--- src/rtl/flash_stat_pkg.sv ---
// Shared definitions for the flash status and erase timer block.
// Assumes an 8-bit status byte whose polling bits sit at positions 7 and 6.
package flash_stat_pkg;

    localparam int STAT_W   = 8;
    localparam int POLL_BIT = 7;
    localparam int TOGL_BIT = 6;

    typedef enum logic {
        ERASE_SECTOR = 1'b0,
        ERASE_CHIP   = 1'b1
    } erase_kind_e;

    // Status image after a finished program: bit 7 inverted, all others set.
    function automatic logic [STAT_W-1:0] prog_image(input logic d7);
        logic [STAT_W-1:0] img;
        img           = '1;
        img[POLL_BIT] = ~d7;
        return img;
    endfunction

endpackage

--- src/rtl/flash_erase_timer.sv ---
// Erase busy counter. Loads a cycle count on an erase start (which also
// restarts a running count), counts down, and flags the expiry edge both
// combinationally (expire_o) and as a registered one-cycle done pulse.
// Assumes both durations are at least one cycle.
module flash_erase_timer
    import flash_stat_pkg::*;
#(
    parameter int SECTOR_CYCLES = 500,
    parameter int CHIP_CYCLES   = 5000,
    localparam int MAX_CYCLES   = (CHIP_CYCLES > SECTOR_CYCLES) ? CHIP_CYCLES : SECTOR_CYCLES,
    localparam int CW           = $clog2(MAX_CYCLES + 1)
) (
    input  logic        clk,
    input  logic        rst_n,
    input  logic        start_i,
    input  erase_kind_e kind_i,
    output logic        expire_o,
    output logic        done_o
);

    localparam logic [CW-1:0] SECTOR_LD = CW'(SECTOR_CYCLES);
    localparam logic [CW-1:0] CHIP_LD   = CW'(CHIP_CYCLES);
    localparam logic [CW-1:0] LAST      = CW'(1);

    logic [CW-1:0] cnt_q;
    logic          run_q;

    // Expiry: running, on the final count, and not overridden by a restart.
    always_comb begin
        expire_o = run_q && (cnt_q == LAST) && !start_i;
    end

    // Count state and registered done pulse.
    always_ff @(posedge clk) begin
        if (!rst_n) begin
            cnt_q  <= '0;
            run_q  <= 1'b0;
            done_o <= 1'b0;
        end else begin
            done_o <= expire_o;
            if (start_i) begin
                cnt_q <= (kind_i == ERASE_CHIP) ? CHIP_LD : SECTOR_LD;
                run_q <= 1'b1;
            end else if (expire_o) begin
                cnt_q <= '0;
                run_q <= 1'b0;
            end else if (run_q) begin
                cnt_q <= cnt_q - LAST;
            end
        end
    end

endmodule

--- src/rtl/flash_status_byte.sv ---
// Status byte register. Priority at each edge: clear, then program load,
// then the independent bit-7 flip (erase expiry) and bit-6 flip (read).
// Assumes the events arrive as single-cycle strobes.
module flash_status_byte
    import flash_stat_pkg::*;
(
    input  logic              clk,
    input  logic              rst_n,
    input  logic              clear_i,
    input  logic              prog_i,
    input  logic              prog_d7_i,
    input  logic              read_i,
    input  logic              expire_i,
    output logic [STAT_W-1:0] status_o
);

    logic [STAT_W-1:0] flip_mask;

    // Bits to invert when no clear or load is pending.
    always_comb begin
        flip_mask           = '0;
        flip_mask[POLL_BIT] = expire_i;
        flip_mask[TOGL_BIT] = read_i;
    end

    // Status register update.
    always_ff @(posedge clk) begin
        if (!rst_n) begin
            status_o <= '0;
        end else if (clear_i) begin
            status_o <= '0;
        end else if (prog_i) begin
            status_o <= prog_image(prog_d7_i);
        end else begin
            status_o <= status_o ^ flip_mask;
        end
    end

endmodule

--- src/rtl/flash_status_timer.sv ---
// Top of the flash status and erase timer. Derives the two erase durations
// from a ticks-per-second parameter and joins the counter and status byte.
// Assumes TICKS_PER_SEC >= 2 so that a sector erase lasts at least one cycle.
module flash_status_timer
    import flash_stat_pkg::*;
#(
    parameter int TICKS_PER_SEC = 1000
) (
    input  logic              clk,
    input  logic              rst_n,
    input  logic              prog_done_i,
    input  logic              prog_d7_i,
    input  logic              erase_start_i,
    input  logic              erase_chip_i,
    input  logic              status_rd_i,
    output logic [STAT_W-1:0] status_o,
    output logic              done_o
);

    localparam int SECTOR_CYCLES = TICKS_PER_SEC / 2;
    localparam int CHIP_CYCLES   = TICKS_PER_SEC * 5;

    logic        expire;
    erase_kind_e kind;

    // Map the raw kind bit onto the package type.
    always_comb begin
        kind = erase_kind_e'(erase_chip_i);
    end

    flash_erase_timer #(
        .SECTOR_CYCLES (SECTOR_CYCLES),
        .CHIP_CYCLES   (CHIP_CYCLES)
    ) u_timer (
        .clk      (clk),
        .rst_n    (rst_n),
        .start_i  (erase_start_i),
        .kind_i   (kind),
        .expire_o (expire),
        .done_o   (done_o)
    );

    flash_status_byte u_stat (
        .clk       (clk),
        .rst_n     (rst_n),
        .clear_i   (erase_start_i),
        .prog_i    (prog_done_i),
        .prog_d7_i (prog_d7_i),
        .read_i    (status_rd_i),
        .expire_i  (expire),
        .status_o  (status_o)
    );

endmodule

--- config.mk ---
export PLATFORM = sky130hd
export DESIGN_NAME = flash_status_timer
export DESIGN_NICKNAME = d
export VERILOG_FILES = /design/src/rtl/flash_stat_pkg.sv /design/src/rtl/flash_erase_timer.sv /design/src/rtl/flash_status_byte.sv /design/src/rtl/flash_status_timer.sv
export SDC_FILE = /design/constraint.sdc
export NUM_CORES = 1
export LEC_CHECK = 0
export BUFFER_PORTS_ARGS = -buffer_cell sky130_fd_sc_hd__buf_2
export CORE_ASPECT_RATIO = 0.9
export CORE_MARGIN = 4
export CORE_UTILIZATION = 55
export CTS_CLUSTER_DIAMETER = 40
export CTS_CLUSTER_SIZE = 10
export DETAILED_ROUTE_END_ITERATION = 10
export PLACE_DENSITY = 0.76
export SYNTH_ARGS = -nofsm -noshare
export SYNTH_HDL_FRONTEND = slang
export SYNTH_HIERARCHICAL = 1
export SYNTH_SLANG_ARGS = --single-unit
export TNS_END_PERCENT = 50
--- constraint.sdc ---
create_clock -name clk -period 2.6 [get_ports clk]
set_clock_uncertainty 0.05 [all_clocks]
set_input_delay 0.52 -clock clk [delete_from_list [all_inputs] [get_ports clk]]
set_output_delay 0.52 -clock clk [all_outputs]
set_load 0.03 [all_outputs]
==> results by group <==
Yosys
  • Netlist cell types: 44
  • Multiplexer share of the synthesized area: 2.03%
  • Synthesized cell area: 0.00105 mm^2
  • Seq/Total Area, Yosys: 34.4%
  • Synth Register Bits: 18
  • XOR/XNOR Fraction of Synth Area: 1.67%
  • Largest family of logic cells by synthesized area: simple AND/OR/NAND/NOR gates
  • Post-Synth Simple-Gate Area: 29.3%
  • Top_reg_cell synth: dfxtp_1
  • Post-synth ARST share: 0%
  • EDFF count, synth: 0
  • Syn avg cell area: 9.35 um^2
  • Compound-Gate Fraction of Synth Area: 22.0%
  • Synth Area in Adders: 2.39%
  • YS warnings: 6
  • Synthesized netlist cell count: 112
  • Post-Syn Nets: 121

Setup path
  • Critical Path RT: 2.74 ns
  • Critical Path Slowest Stage Cell: or3b_2
  • Critical path fanouts, max: 6
  • CP startpoint kind: register
  • Family with the most delay on the worst path: simple AND/OR/NAND/NOR gates
  • WP buf/inv: 1
  • Critical Path AT: 2.14 ns
  • Crit Path Category: register to register
  • Critical-path cell list: inv_1, ha_1, or3b_2, nor3_1, o21ai_1, a311o_1
  • Critical Path Max Stage Delay: 0.48 ns
  • CP endpoint kind: register

Finish
  • Most common cell after layout, fill and taps aside: dfxtp_1
  • P&R area growth vs syn: 7.77%
  • Antenna diodes: 0
  • Nets: 134
  • Final cell count without fillers: 148
  • Most frequent cells in the layout: 18 x dfxtp_1, 15 x buf_2, 11 x nor2_1
  • Share of layout cells above drive strength 1: 25.0%

Job
  • Max Cap Viol: 0

Floorplan
  • Initial core utilization: 60.4%
  • Rows: 14
  • Die Height: 49.4 um
  • Die area: 0.00267 mm^2
  • I/O pin count: 16
  • Core ar.: 0.00173 mm^2
  • Die Wd: 54.0 um

Clock network
  • CTS Buf Count: 3
  • Post-CTS Setup Bufs: 0
  • Clock sink total: 18
  • Hold_buf cts: 0
  • Clock Tree Buf Depth: 2
  • Worst-Skew Late Latency: 0.30 ns
  • CTS resizes: 0
  • Htree depth: 1
  • CTS tree: built
  • CTS root buf: clkbuf_4
  • Worst-path clk slew: 0.10 ns

Power
  • P_sw: 198 uW
  • Clk pwr share: 27.2%
  • Sw frac: 30.9%
  • Flop pwr share: 50.4%
  • Power Internal: 442 uW
  • Gate power share: 22.4%
  • Lkg Pwr: 0.000478 uW
  • PD cells: 567 mW/mm^2
  • Tot Pwr: 639 uW
  • Max VDD drop: 0.461 mV

Route
  • Drt first-iter violations: 24
  • Drt pass-1 iters: 4
  • Via-to-Cell Ratio: 6.00
  • Via count: 888
  • Total wire length: 2130 um
  • Antenna Nets Post-Route: 0
  • DR WL/cell: 14.4 um
  • Drt drc: 0

Timing
  • Slew @ Worst Pin: 0.480 ns
  • Hold_ws: 0.399 ns
  • Fin. Hold Viols: 0
  • Max Slew Vio Count: 0
  • Endpoints failing setup: 0
  • Final setup margin: 0.602 ns
  • RSZ-0062 raised after global routing: no
  • Worst slew margin: 67.9%
  • Minimum clock period: 2.00 ns
  • Setup_tns: 0 ns
  • Final Cycle Share: 76.8%
  • Fmax: 0.501 GHz

Global routing
  • First-pass GRT wire length: 3640 um
  • Vias in the first global route: 759
  • Gr usage total: 18.8%
  • Initial antenna violation count: 0
  • Congestion Overflow GR: 0
  • Largest net degree at the start of global routing: 13

Placement
  • HPWL after detailed placement: 1630 um
  • DP Worst Slack: 0.645 ns
  • Placed cell count: 144
  • # port buffers: 15
  • Gpl congestion: 0.848

Worst hold path
  • Hold crit path type: input pin to register

Status
  • Outcome: complete, no violations
-- cells in the mapped netlist (all sizes together) (2+ instances only) --
cell | instances | share of area, %
nor2 | 11 | 3.9
a211oi | 3 | 2.6
a31o | 2 | 1.7
nor4 | 6 | 7.0
a311o | 3 | 2.9
nand2b | 2 | 1.2
nor4b | 2 | 1.7
o21ai | 5 | 2.4
nor3 | 2 | 0.96
o31ai | 2 | 1.4
nand4 | 2 | 1.2
inv | 5 | 1.8
ha | 2 | 2.4
o21a | 2 | 1.4
a211o | 4 | 3.3
dfxtp | 18 | 34
and3 | 2 | 1.2
nand4b | 2 | 1.7
and2b | 2 | 1.6
nand2 | 4 | 1.4
xnor2 | 2 | 1.7
a21oi | 4 | 1.9
buf | 7 | 5.7
or3 | 4 | 2.4
-- metrics by stage --
stage	instance area [um^2]	util (%)
2_1_floorplan	1050	-
3_3_place_gp	1090	63.0
3_5_place_dp	1090	63.0
4_1_cts	1130	65.1
5_1_grt	1130	65.1
6_report	1130	65.1
-- sequential cells by signal, summed over array words and instances (netlist names) --
register	flops
u_timer/run_q	1
u_timer/cnt_q	13
u_timer/done_o	1
u_stat/status_o	3
-- final timing paths --
check,from,to,slack (ns),cells after the start
worst min-delay path,prog_done_i,u_stat/status_o[4],0.40,3
worst min register to register,u_timer/cnt_q[12],u_timer/cnt_q[12],0.47,1
worst max register to register,u_timer/cnt_q[0],u_timer/cnt_q[6],0.60,6
worst max-delay path,u_timer/cnt_q[0],u_timer/cnt_q[6],0.60,6
-- logic make-up after synthesis --
| group | Yosys count |
|---|---|
| AO/OA/AOI/OAI | 29 |
| multiplexers | 2 |
| AND/OR/NAND/NOR | 46 |
| XOR/XNOR | 2 |
| adder cells (fa/ha/maj) | 2 |
| buffers and inverters | 13 |
| flip-flops | 18 |
-- area by class of cell --
cell class / count / area [um^2]
Fill cell: 152 / 606
Multi-Input combinational cell: 81 / 601
Sequential cell: 18 / 360
Timing Repair Buffer: 16 / 82.6
Clock buffer: 4 / 36.3
Tap cell: 24 / 30.0
Inverter: 5 / 18.8
-- layer usage --
| layer | track usage (%) | routed length [um] | up-vias |
|---|---|---|---|
| li1 | - | - | 446 |
| met1 | 26.5 | 1020 | 415 |
| met2 | 26.2 | 971 | 22 |
| met3 | 6.42 | 105 | 5 |
| met4 | 6.22 | 31 | 0 |
| met5 | 0 | 0 | - |
-- worst min-delay path: cells and delay by family --
kind	cells	cell delay [ns]
buffers and inverters	1	0.09
AND/OR/NAND/NOR	2	0.10
-- power groups by stage --
stage                     combinational [uW]  sequential [uW]  clock (uW)
final                                    143              322         174
after floorplan                          117              325           0
after detailed placement                 142              328           0
after global routing                     159              325         197
after CTS                                142              322         179
after global placement                   140              327           0
Note: power is estimated with default switching activity, not from simulation.
